**config.mk**
```make
export PLATFORM = sky130hd
export DESIGN_NAME = irq_nest_ctl
export DESIGN_NICKNAME = d
export VERILOG_FILES = /design/src/rtl/irq_nest_pkg.sv /design/src/rtl/irq_nest_arb.sv /design/src/rtl/irq_shadow_pair.sv /design/src/rtl/irq_nest_ctl.sv
export SDC_FILE = /design/constraint.sdc
export NUM_CORES = 1
export LEC_CHECK = 0
export BUFFER_PORTS_ARGS = -buffer_cell sky130_fd_sc_hd__buf_2
export CAP_MARGIN = 20
export CORE_MARGIN = 5
export CORE_UTILIZATION = 55
export DETAILED_ROUTE_END_ITERATION = 6
export HOLD_SLACK_MARGIN = 0.05
export MAX_ROUTING_LAYER = met4
export PLACE_DENSITY = 0.9
export SYNTH_ARGS = -nofsm -noshare
export SYNTH_HDL_FRONTEND = slang
export SYNTH_SLANG_ARGS = --single-unit
```
**constraint.sdc**
```tcl
create_clock -name clk -period 2.6 [get_ports clk]
set_clock_uncertainty 0.05 [all_clocks]
set_input_delay 0.13 -clock clk [delete_from_list [all_inputs] [get_ports clk]]
set_output_delay 0.13 -clock clk [all_outputs]
set_load 0.03 [all_outputs]
```
**src/rtl/irq_nest_pkg.sv**
```systemverilog
package irq_nest_pkg;

    typedef enum logic [2:0] {
        ST_RUN   = 3'd0,
        ST_EXC   = 3'd1,
        ST_DEXC  = 3'd2,
        ST_BCAST = 3'd3,
        ST_HALT  = 3'd4
    } nest_state_e;

    typedef enum logic [3:0] {
        ACT_NONE       = 4'd0,
        ACT_CTX_WR     = 4'd1,
        ACT_HW_ENTER   = 4'd2,
        ACT_HW_RET     = 4'd3,
        ACT_EXC_ENTER  = 4'd4,
        ACT_EXC_RET    = 4'd5,
        ACT_DEXC_ENTER = 4'd6,
        ACT_DEXC_RET   = 4'd7,
        ACT_TRIPLE     = 4'd8
    } nest_act_e;

    localparam int unsigned NUM_SLOTS = 3;
    localparam int unsigned SLOT_HW   = 0;
    localparam int unsigned SLOT_EXC  = 1;
    localparam int unsigned SLOT_DEXC = 2;

endpackage

```
**src/rtl/irq_nest_arb.sv**
```systemverilog
module irq_nest_arb
    import irq_nest_pkg::*;
(
    input  logic        clk,
    input  logic        rst_n,
    input  nest_state_e state_i,
    input  logic        hw_active_i,
    input  logic        exc_i,
    input  logic        exc_ret_i,
    input  logic        hw_ret_i,
    input  logic        hw_irq_i,
    input  logic        ctx_wr_i,
    output nest_act_e   act_o
);

    always_comb begin
        act_o = ACT_NONE;
        unique case (state_i)
            ST_RUN: begin
                if (exc_i)                          act_o = ACT_EXC_ENTER;
                else if (hw_ret_i && hw_active_i)   act_o = ACT_HW_RET;
                else if (hw_irq_i && !hw_active_i)  act_o = ACT_HW_ENTER;
                else if (ctx_wr_i)                  act_o = ACT_CTX_WR;
            end
            ST_EXC: begin
                if (exc_i)          act_o = ACT_DEXC_ENTER;
                else if (exc_ret_i) act_o = ACT_EXC_RET;
                else if (ctx_wr_i)  act_o = ACT_CTX_WR;
            end
            ST_DEXC: begin
                if (exc_i)          act_o = ACT_TRIPLE;
                else if (exc_ret_i) act_o = ACT_DEXC_RET;
                else if (ctx_wr_i)  act_o = ACT_CTX_WR;
            end
            default: act_o = ACT_NONE;
        endcase
    end

    // no interrupt entry while any exception handler is open
    p_no_hw_in_handler_r3: assert property (@(posedge clk) disable iff (!rst_n)
        (state_i != ST_RUN) |-> (act_o != ACT_HW_ENTER));

    // a live exception always selects an exception-class action
    p_exc_wins_r10: assert property (@(posedge clk) disable iff (!rst_n)
        (exc_i && (state_i == ST_RUN || state_i == ST_EXC || state_i == ST_DEXC))
        |-> (act_o == ACT_EXC_ENTER || act_o == ACT_DEXC_ENTER || act_o == ACT_TRIPLE));

    // nothing is acted on after a triple fault
    p_dead_ignores_r9: assert property (@(posedge clk) disable iff (!rst_n)
        (state_i == ST_BCAST || state_i == ST_HALT) |-> (act_o == ACT_NONE));

endmodule

```
**src/rtl/irq_shadow_pair.sv**
```systemverilog
module irq_shadow_pair #(
    parameter int unsigned PR_W = 8,
    parameter int unsigned IP_W = 16
) (
    input  logic            clk,
    input  logic            rst_n,
    input  logic            save_i,
    input  logic [PR_W-1:0] pr_i,
    input  logic [IP_W-1:0] ip_i,
    output logic [PR_W-1:0] pr_o,
    output logic [IP_W-1:0] ip_o
);

    typedef struct packed {
        logic [PR_W-1:0] pr;
        logic [IP_W-1:0] ip;
    } pair_t;

    pair_t pair_d, pair_q;

    always_comb begin
        pair_d = pair_q;
        if (save_i) begin
            pair_d.pr = pr_i;
            pair_d.ip = ip_i;
        end
    end

    always_ff @(posedge clk) begin
        if (!rst_n) pair_q <= '0;
        else        pair_q <= pair_d;
    end

    assign pr_o = pair_q.pr;
    assign ip_o = pair_q.ip;

    // a pair not being saved keeps its content
    p_hold_unless_saved_r5: assert property (@(posedge clk) disable iff (!rst_n)
        !save_i |=> ($stable(ip_o) && $stable(pr_o)));

endmodule

```
**src/rtl/irq_nest_ctl.sv**
```systemverilog
module irq_nest_ctl
    import irq_nest_pkg::*;
#(
    parameter int unsigned PR_W     = 8,
    parameter int unsigned IP_W     = 16,
    parameter int unsigned RESET_IP = 0
) (
    input  logic            clk,
    input  logic            rst_n,
    input  logic            single_core_i,
    input  logic            hw_irq_i,
    input  logic [IP_W-1:0] hw_vec_i,
    input  logic            hw_ret_i,
    input  logic            exc_i,
    input  logic [IP_W-1:0] exc_vec_i,
    input  logic [IP_W-1:0] dexc_vec_i,
    input  logic            exc_ret_i,
    input  logic            ctx_wr_i,
    input  logic [IP_W-1:0] ctx_ip_i,
    input  logic [PR_W-1:0] ctx_pr_i,
    output logic [PR_W-1:0] pr_o,
    output logic [IP_W-1:0] ip_o,
    output logic            irq_masked_o,
    output logic            broadcast_o,
    output logic            halted_o
);

    localparam logic [PR_W-1:0] PR_FULL  = '1;
    localparam logic [IP_W-1:0] IP_RESET = IP_W'(RESET_IP);

    typedef struct packed {
        nest_state_e     st;
        logic            hw_act;
        logic [PR_W-1:0] pr;
        logic [IP_W-1:0] ip;
    } core_ctx_t;

    core_ctx_t ctx_d, ctx_q;
    nest_act_e act;

    logic [NUM_SLOTS-1:0] slot_save;
    logic [PR_W-1:0]      slot_pr [NUM_SLOTS];
    logic [IP_W-1:0]      slot_ip [NUM_SLOTS];

    irq_nest_arb u_arb (
        .clk         (clk),
        .rst_n       (rst_n),
        .state_i     (ctx_q.st),
        .hw_active_i (ctx_q.hw_act),
        .exc_i       (exc_i),
        .exc_ret_i   (exc_ret_i),
        .hw_ret_i    (hw_ret_i),
        .hw_irq_i    (hw_irq_i),
        .ctx_wr_i    (ctx_wr_i),
        .act_o       (act)
    );

    always_comb begin
        slot_save            = '0;
        slot_save[SLOT_HW]   = (act == ACT_HW_ENTER);
        slot_save[SLOT_EXC]  = (act == ACT_EXC_ENTER);
        slot_save[SLOT_DEXC] = (act == ACT_DEXC_ENTER);
    end

    for (genvar g = 0; g < NUM_SLOTS; g++) begin : g_slot
        irq_shadow_pair #(
            .PR_W (PR_W),
            .IP_W (IP_W)
        ) u_pair (
            .clk    (clk),
            .rst_n  (rst_n),
            .save_i (slot_save[g]),
            .pr_i   (ctx_q.pr),
            .ip_i   (ctx_q.ip),
            .pr_o   (slot_pr[g]),
            .ip_o   (slot_ip[g])
        );
    end

    always_comb begin
        ctx_d = ctx_q;
        unique case (act)
            ACT_CTX_WR: begin
                ctx_d.pr = ctx_pr_i;
                ctx_d.ip = ctx_ip_i;
            end
            ACT_HW_ENTER: begin
                ctx_d.pr     = PR_FULL;
                ctx_d.ip     = hw_vec_i;
                ctx_d.hw_act = 1'b1;
            end
            ACT_HW_RET: begin
                ctx_d.pr     = slot_pr[SLOT_HW];
                ctx_d.ip     = slot_ip[SLOT_HW];
                ctx_d.hw_act = 1'b0;
            end
            ACT_EXC_ENTER: begin
                ctx_d.pr = PR_FULL;
                ctx_d.ip = exc_vec_i;
                ctx_d.st = ST_EXC;
            end
            ACT_EXC_RET: begin
                ctx_d.pr = slot_pr[SLOT_EXC];
                ctx_d.ip = slot_ip[SLOT_EXC];
                ctx_d.st = ST_RUN;
            end
            ACT_DEXC_ENTER: begin
                ctx_d.pr = PR_FULL;
                ctx_d.ip = dexc_vec_i;
                ctx_d.st = ST_DEXC;
            end
            ACT_DEXC_RET: begin
                ctx_d.pr = slot_pr[SLOT_DEXC];
                ctx_d.ip = slot_ip[SLOT_DEXC];
                ctx_d.st = ST_EXC;
            end
            ACT_TRIPLE: begin
                ctx_d.st = single_core_i ? ST_HALT : ST_BCAST;
            end
            default: ;
        endcase
        if (ctx_q.st == ST_BCAST) ctx_d.st = ST_HALT;
    end

    always_ff @(posedge clk) begin
        if (!rst_n) begin
            ctx_q.st     <= ST_RUN;
            ctx_q.hw_act <= 1'b0;
            ctx_q.pr     <= PR_FULL;
            ctx_q.ip     <= IP_RESET;
        end else begin
            ctx_q <= ctx_d;
        end
    end

    assign pr_o         = ctx_q.pr;
    assign ip_o         = ctx_q.ip;
    assign irq_masked_o = ctx_q.hw_act || (ctx_q.st != ST_RUN);
    assign broadcast_o  = (ctx_q.st == ST_BCAST);
    assign halted_o     = (ctx_q.st == ST_HALT);

    // every handler entry lands at full privilege
    p_entry_full_priv_r2: assert property (@(posedge clk) disable iff (!rst_n)
        (act == ACT_HW_ENTER || act == ACT_EXC_ENTER || act == ACT_DEXC_ENTER)
        |=> (pr_o == PR_FULL));

    // exception return takes IP from the exception pair
    p_exc_ret_restore_r4: assert property (@(posedge clk) disable iff (!rst_n)
        (act == ACT_EXC_RET) |=> (ip_o == $past(slot_ip[SLOT_EXC])));

    // broadcast lasts one cycle and is followed by halt
    p_bcast_one_cycle_r7: assert property (@(posedge clk) disable iff (!rst_n)
        broadcast_o |=> (!broadcast_o && halted_o));

    // a lone core halts without broadcasting
    p_single_no_bcast_r8: assert property (@(posedge clk) disable iff (!rst_n)
        (act == ACT_TRIPLE && single_core_i) |=> (halted_o && !broadcast_o));

    // halt persists and freezes IP and PR
    p_halt_sticky_r9: assert property (@(posedge clk) disable iff (!rst_n)
        halted_o |=> (halted_o && $stable(ip_o) && $stable(pr_o)));

endmodule

```
; ---- Word level (Yosys, flattened, before mapping)
; Cells that the tools add are included.
[totals]
register_bits = 100
wordCells = 50
input_bits = 80
out_inout_bits = 27
[op_classes]
mux = 14
n_eq_ne = 12
n_reduce_logical = 12
bitwise = 1
[ops]
columns = cell, n
row1 = $pmux W24 S7, 1
row2 = $mux W4, 5
row3 = $eq A4 B3 Y1 const B, 4
row4 = $mux W3, 4
row5 = $pmux W3 S4, 1
row6 = $pmux W4 S3, 1
row7 = $eq A4 B2 Y1 const B, 2
row8 = $reduce_bool A7 Y1, 1
row9 = $eq A3 B2 Y1 const B, 2
row10 = $reduce_bool A5 Y1, 1
row11 = $eq A4 B1 Y1 const B, 1
row12 = $eq A4 B4 Y1 const B, 1
row13 = $reduce_bool A4 Y1, 1
row14 = $reduce_or A2 Y1, 2
row15 = $eq A3 B1 Y1 const B, 1
row16 = $eq A3 B3 Y1 const B, 1
row17 = $logic_not A3 Y1, 1
row18 = $reduce_bool A3 Y1, 1
row19 = $logic_and A1 B1 Y1, 2
row20 = $pmux W1 S2, 1
row21 = $reduce_bool A2 Y1, 1
row22 = $logic_not A1 Y1, 1
row23 = $logic_or A1 B1 Y1, 1
row24 = $mux W1, 1
row25 = $not A1 Y1, 1

; ---- Logic depth before layout (Yosys ltp)
; Gate-level depths: netlist (run 1).
[logic_depth]
ltp_word = 10
mapped_depth = 8
mapped_depth_nobuf = 5

; ---- Cells and area by module
; Synthesis (run 1) repeated with hierarchy kept, for this count alone.
[unflattened]
cells_unflattened = 550
hier_area_um2 = 5363.9
[modules_own_cells]
columns = mod, seq_area_each_um2, instances, cells_per_inst, area_per_inst_um2
row1 = irq_shadow_pair, 480.5, 3, 77, 929.6
row2 = irq_nest_ctl, 560.5, 1, 303, 2447.3
row3 = irq_nest_arb, 0.0, 1, 16, 127.6

; ---- Worst setup path after synthesis (run 1)
; Ideal clock, no wire load.
[synth_path]
path_type = register -> register
from = register ctx_q[27] (netlist name)
to = register ctx_q (netlist bit ip_o[10])
setup_ps = 134
required_time_ps = 2416
arrival_time_ps = 1713
synth_period_minus_slack_ps = 1897
path_buffers = 2
path_slack_ps = 703
stages_incl_launch_ff = 8
cell_sequence = dfxtp_1 > buf_4 > or4_4 > o21ai_4 > a211oi_4 > buf_6 > a221oi_2 > o22ai_1
[synth_via]
elab_chain_cells = 4
elab_cells_between_ends = 13
cone_classes = eq/ne (9) / mux (2) / reduce/logical (2)
[synth_rtl]
columns = item, line
row1 = "start, declared", irq_nest_ctl.sv:38  ; core_ctx_t ctx_d, ctx_q;
row2 = "start signal, assigned", irq_nest_ctl.sv:132  ; ctx_q <= ctx_d;
row3 = $eq A3 B2 Y1 (tied with other cells), irq_nest_arb.sv:18  ; unique case (state_i)
row4 = $pmux W4 S3 *, irq_nest_arb.sv:18
row5 = $eq A4 B3 Y1 (tied with other cells), irq_nest_ctl.sv:82  ; unique case (act)
row6 = $pmux W24 S7 or $reduce_bool A7 Y1 (tied branches), -
; Every way passes the cells marked *; elsewhere a longest branch is shown, timed or not.
; A chain may end at the register's enable or synchronous reset.

; ---- Worst setup path in the final report (run 1)
[layout_path]
from = register ctx_q[26] (netlist name)
to = register ctx_q (netlist bit ip_o[3])
; Same word-level chain as after synthesis.

==> results of run 1 <==
## worst max-delay path: cells and delay by family, from the launching register on
| kind | cells | cell delay (ns) |
|---|---|---|
| simple gates | 1 | 0.26 |
| flops | 1 | 0.72 |
| compound gates | 4 | 0.97 |
| buf+inv | 1 | 0.31 |
## power breakdown
group	leakage, uW	internal, uW	switching, uW	total, uW
registers	0.000816	1640	111	1750
logic	0.00148	356	490	846
clock network	0.0000929	361	570	931
total	0.00239	2350	1170	3530
## cell families after synthesis
kind of cell | Yosys count | synth area share [%]
DFF | 100 | 39.35
and+or+nand+nor | 199 | 17.22
AOI/OAI and AO/OA | 187 | 30.60
buffers and inverters | 84 | 9.493
muxes | 17 | 3.345
## cells in the final DEF (no fill, tap or decap), types with 9 or more instances in the layout
cell type / instances
a21boi_0: 74
a21oi_1: 14
a221o_1: 16
a221oi_2: 10
a22o_1: 24
buf_2: 106
buf_4: 14
clkbuf_8: 9
dfxtp_1: 99
dlygate4sd3_1: 41
inv_1: 10
mux2i_1: 17
nand2_1: 159
o22ai_1: 17
## flip-flops by register name (all words and copies together), names as in the netlist
register	count
g_slot.u_pair.ip_o	48
g_slot.u_pair.pr_o	24
ip_o	16
pr_o	8
ctx_q	4
## Yosys cell counts, drive strengths merged, types with 2 or more instances
cell type	count
a211oi	9
a21boi	74
a21oi	14
a221o	16
a221oi	16
a22o	24
and3	2
buf	54
clkbuf	20
dfxtp	100
inv	10
mux2i	17
nand2	160
nor2	8
nor2b	5
nor3	2
nor3b	2
nor4	9
o21ai	3
o221ai	9
o22ai	17
or2	3
## path summary, 6_finish.rpt
path / from / to / cells past startpoint
worst max-delay path: ctx_q[26]$_SDFFE_PP0P_ / ip_o[3]$_SDFFE_PN0P_ / 6
worst min-delay path: hw_ret_i / ctx_q[24]$_SDFFE_PN0P_ / 4
worst max register to register: ctx_q[26]$_SDFFE_PP0P_ / ip_o[3]$_SDFFE_PN0P_ / 6
worst min register to register: g_slot[0].u_pair.ip_o[1]$_SDFFE_PN0N_ / g_slot[0].u_pair.ip_o[1]$_SDFFE_PN0N_ / 2
## stage by stage
step           utilization [%]  instances  worst slack [ns]  cell area, sq um  hold WS (ns)
2_1_floorplan                -        587            0.7035              5087        0.2376
3_3_place_gp             60.30        747            0.3553              5493        0.3279
3_5_place_dp             60.30        747            0.2142              5493        0.3360
4_1_cts                  66.73        804            0.1846              6078       0.05767
5_1_grt                  66.74        804           0.04110              6080       0.07611
6_report                 66.74        804            0.2145              6080       0.07280
## layout make-up
cell class | count | area, sq um | share of cell area, %
Tap cell | 111 | 138.9 | 2.284
Multi-Input combinational cell | 403 | 2619 | 43.07
Sequential cell | 100 | 2003 | 32.95
Clock buffer | 10 | 127.6 | 2.099
Inverter | 10 | 37.54 | 0.6174
Timing Repair Buffer | 164 | 1106 | 18.19
Clock inverter | 6 | 47.55 | 0.7821
## per-layer routing
layer	vias up	wire length [microns]	global-route usage (%)
met5	-	0	-
met3	35	1148	5.343
li1	2275	-	-
met1	2312	5881	31.26
met4	0	319	8.048
met2	242	7118	43.17
## timing repair
item | CTS | global route
hold buffers | 41 | 0
resized for setup | 0 | 1
hold endpoints to repair | 25 | 0
endpoints found under the setup margin | 0 | 2
==> reports/metrics.cfg, run 1 <==
[outcome]
status=finished clean

[power]
power_uw=3526
p_leak_uw=0.002392
vdd_drop_max_mv=0.2593
p_per_area_nw_per_um2=580.0

[sta]
finalSetupViolations=0
rsz0062_at_grt=no
worst-slew-pin-transition_ns=0.6827
slew_headroom_pct=54.49
setup_tns_ns=0
fin_crit_sh_pct=91.75
fmax_mhz=419.2
drv_slew=0
post-route-min-period_ns=2.386
hold_violations=0

[synthesis]
synth_edf_count=0
ys_warn_count=0
synthTopCellsByArea=dfxtp_1 39%, nand2_1 12%, a21boi_0 11%, buf_4 4.1%, a22o_1 4.1%
avgSynthCellArea_sq_um=8.667
synth_top_cell_area_share_pct=39.35
yosysUniqueCellTypes=45
synth_nets=667
yosysSeqAreaShare_pct=39.35
ys_ff_latch=100
synth-async-reset-ratio_pct=0
synth_cells=587
synth_ff_type=dfxtp_1
yosysTopAreaCell=dfxtp_1
syn_area_sq_um=5087

[grt]
grt_start_max_net_pins=52
grt.overflow.total=0
grt_pass1_vias=4734
grt_pass1_wl_microns=22890
grt_usage_pct=25.79
antenna_found_initial=0

[worst_setup_path]
arrival_ns=2.63
slowest_delay_ns=0.72
required_ns=2.84
critical_path.max_fanout=17
end_kind=register
critPathSlowestCell=dfxtp_1
crit_path_start_kind=register
rrSetupSlack_ns=0.21
cp_cell_sequence=or2_2 -> o2111ai_2 -> a211oi_4 -> buf_4 -> a221oi_1 -> o22ai_1
path_class=register to register

[routing]
first_pass_iters=5
drt_iter0_markers=313
wl_microns=14470
drc=0
vias=4864
ant_nets=0
post_drt_via_cell_ratio=6.050
wl_per_cell_microns=18.00

[final_layout]
nFillCells=708
syn2layout_area_growth_pct=19.50
num_antenna_cells=0
drive_gt1_share_pct=23.38
nets=768

[place]
io_buffers=106
place_hpwl_microns=9348
gp_congestion=0.8803

[clocking]
clk_latency_ns=0.37
cts_tree=built
cts_buffer_depth=2
cts_buffers=9
clock-root-buffer=clkbuf_8
htreeDepth=3
path_clk_slew_ns=0.09
cts_setup_buffers=0
cts.sinks=100

[floorplan]
num_rows=35
core_sq_um=9109
pin_count=107
die_w_microns=106.2
die_y_microns=106.2
die-area_sq_um=11270
initial_core_util_pct=55.85

[worst_hold_path]
worstHoldPathType=primary input to register

[flow_run]
drv_cap=0

Note: power is estimated with default switching activity, not from simulation.
==> inputs of run 2 (changes only) <==
Settings changed: BUFFER_PORTS_ARGS -buffer_cell sky130_fd_sc_hd__buf_2 to -buffer_cell sky130_fd_sc_hd__buf_4.
==> run 2 against run 1 <==
Compared with the run above: wire length up 1.6%; sequential share of layout area down 1.3 points; clock-buffer cell count unchanged; critical path depth unchanged; die area unchanged; power up 6.4%; hold slack worse by 0.012 ns; utilization up 2.7 points; via count down 1.0%; largest power group unchanged; highest routed layer unchanged.
==> reports/metrics.cfg, run 2 (synthesis results as in run 1) <==
[grt]
grt_start_max_net_pins=46  ; -12%
grt_pass1_vias=4814  ; +1.7%
grt_pass1_wl_microns=23380  ; +2.1%
grt.overflow.total=0  ; unchanged
antenna_found_initial=0  ; unchanged
grt_usage_pct=26.39  ; +0.61 points

[place]
place_inst=745  ; -0.27%
io_buffers=106  ; unchanged
gp_congestion=0.8636  ; -1.9%
place_hpwl_microns=9300  ; -0.51%

[worst_setup_path]
reg2reg_to=ip_o[2]$_SDFFE_PN0P_
crit_path_start_kind=register
r2r_start=ctx_q[26]$_SDFFE_PP0P_
end_kind=register
required_ns=2.81  ; -0.03 ns
ff2ff_path_depth=6  ; unchanged
critPathSlowestCell=dfxtp_1
critical_path.max_fanout=17  ; unchanged
path_class=register to register
arrival_ns=2.65  ; +0.02 ns
rrSetupSlack_ns=0.16  ; -0.06 ns
cp_cell_sequence=and3b_1 -> and2_1 -> a211oi_4 -> buf_4 -> a221oi_1 -> o22ai_1
slowest_delay_ns=0.72  ; about the same

[routing]
wl_microns=14700  ; +1.6%
post_drt_via_cell_ratio=6.071  ; +0.34%
drc=0  ; unchanged
drt_iter0_markers=339  ; +8.3%
vias=4814  ; -1.0%
first_pass_iters=5  ; unchanged
ant_nets=0  ; unchanged
wl_per_cell_microns=18.53  ; +3.0%

[floorplan]
pin_count=107  ; unchanged
die-area_sq_um=11270  ; unchanged
core_sq_um=9109  ; unchanged
die_y_microns=106.2  ; unchanged
num_rows=35  ; unchanged
initial_core_util_pct=55.85  ; unchanged
die_w_microns=106.2  ; unchanged

[worst_hold_path]
min_path_cells=3  ; -1
worstHoldStart=ctx_ip_i[0]
worstHoldPathType=primary input to register
hold_end=ip_o[0]$_SDFFE_PN0P_

[sta]
post-route-min-period_ns=2.444  ; +0.05852 ns
fmax_mhz=409.2  ; -2.4%
slew_headroom_pct=53.92  ; -0.57 points
worst-slew-pin-transition_ns=0.6913  ; +0.008592 ns
hold_violations=0  ; unchanged
finalSetupViolations=0  ; unchanged
fin_crit_sh_pct=94.00  ; +2.3 points
setup_tns_ns=0  ; unchanged
rsz0062_at_grt=no
drv_slew=0  ; unchanged

[flow_run]
drv_cap=0  ; unchanged

[power]
vdd_drop_max_mv=0.3040  ; +17%
p_per_area_nw_per_um2=593.3  ; +2.3%
clockPowerShare_pct=29.0  ; +2.6 points
switching_share_pct=30.87  ; -2.3 points
seqPwrFrac_pct=46.8  ; -2.8 points
comb_power_share_pct=24.2  ; +0.2 points
p_sw_uw=1159  ; -1.1%
cell_internal_pwr_uw=2594  ; +10%
p_leak_uw=0.002453  ; +2.5%

[final_layout]
nFillCells=657  ; -7.2%
layoutNonFillerInstCount=793  ; -1.4%
nets=758  ; -1.3%
drive_gt1_share_pct=23.31  ; -0.063 points
syn2layout_area_growth_pct=24.35
num_antenna_cells=0  ; unchanged
largest_reg_flops=48  ; unchanged
layout_common_cells=159 x nand2_1, 115 x buf_4, 99 x dfxtp_1
layout_commonest_cell=nand2_1

[clocking]
clk_latency_ns=0.37  ; about the same
cts.sinks=100  ; unchanged
path_clk_slew_ns=0.10  ; about the same
cts_tree=built
clock-root-buffer=clkbuf_8
cts_buffer_depth=2  ; unchanged
htreeDepth=3  ; unchanged
cts_buffers=9  ; unchanged

[outcome]
status=finished clean

==> run 2: cell types whose count changed in the layout (fill, tap and decap cells not counted) <==
cell           before  now
clkinv_4            1    0
dlygate4sd3_1      41   33
buf_12              3    6
bufinv_16           0    2
clkinvlp_4          0    2
buf_2             106    0
clkinv_2            2    0
buf_4              14  115
inv_6               2    0
==> run 2: critical path: cells and delay by family (launching register included) <==
kind	cells	cell delay [ns]
AO/OA/AOI/OAI	3	0.55
buffers and inverters	1	0.25
flip-flops	1	0.72
AND/OR/NAND/NOR	2	0.76
==> run 2: what timing repair did <==
action,4_1_cts,5_1_grt
endpoints found under the setup margin,0,1
hold buffers,32,1
hold endpoints to repair,20,1
buffers inserted,0,0
gates resized for setup,0,1
==> run 2: power groups by stage <==
stage	Clock, uW	Sequential, uW	Combinational, uW
finish	1090	1760	909
global route	1150	1770	972
CTS	1090	1750	896
detailed placement	0	1780	850
global placement	0	1770	821
floorplan	0	1740	624
==> run 2: worst max-delay path by stage <==
stage                           startpoint               endpoint  slack [ns]  cells after the start
finish              ctx_q[26]$_SDFFE_PP0P_   ip_o[2]$_SDFFE_PN0P_        0.16                      6
global route        ctx_q[26]$_SDFFE_PP0P_  ip_o[12]$_SDFFE_PN0P_        0.03                      6
CTS                 ctx_q[25]$_SDFFE_PP0P_  ip_o[12]$_SDFFE_PN0P_        0.16                      6
detailed placement  ctx_q[25]$_SDFFE_PP0P_   pr_o[7]$_SDFFE_PN1P_        0.21                      5
global placement    ctx_q[25]$_SDFFE_PP0P_  ip_o[12]$_SDFFE_PN0P_        0.35                      6
floorplan           ctx_q[27]$_SDFFE_PN0P_  ip_o[10]$_SDFFE_PN0P_        0.70                      7
==> run 2: stage by stage <==
stage	hold WS, ns	cell area, sq um	power (uW)	setup WS, ns	util [%]
after floorplan	0.2376	5087	2363	0.7035	-
after global placement	0.3479	5781	2595	0.3497	63.46
after detailed placement	0.3560	5781	2634	0.2090	63.46
after CTS	0.05399	6315	3734	0.1587	69.33
after global routing	0.06094	6326	3894	0.03324	69.45
final	0.06104	6326	3753	0.1560	69.45
==> run 2: final cells by class <==
class	instances	area, sq um	share of cell area, %
well taps	111	138.9	2.195
clock inverters	5	86.33	1.365
flip-flops and latches	100	2003	31.67
clock buffers	10	127.6	2.017
multi-input cells	403	2619	41.40
inverters	10	37.54	0.5934
repair buffers	154	1314	20.77
==> run 2: layer usage <==
metal | wire length [microns] | track usage [%]
met1 | 5800 | 31.73
met2 | 7223 | 44.34
met3 | 1349 | 5.525
met4 | 322 | 8.511
met5 | 0 | -
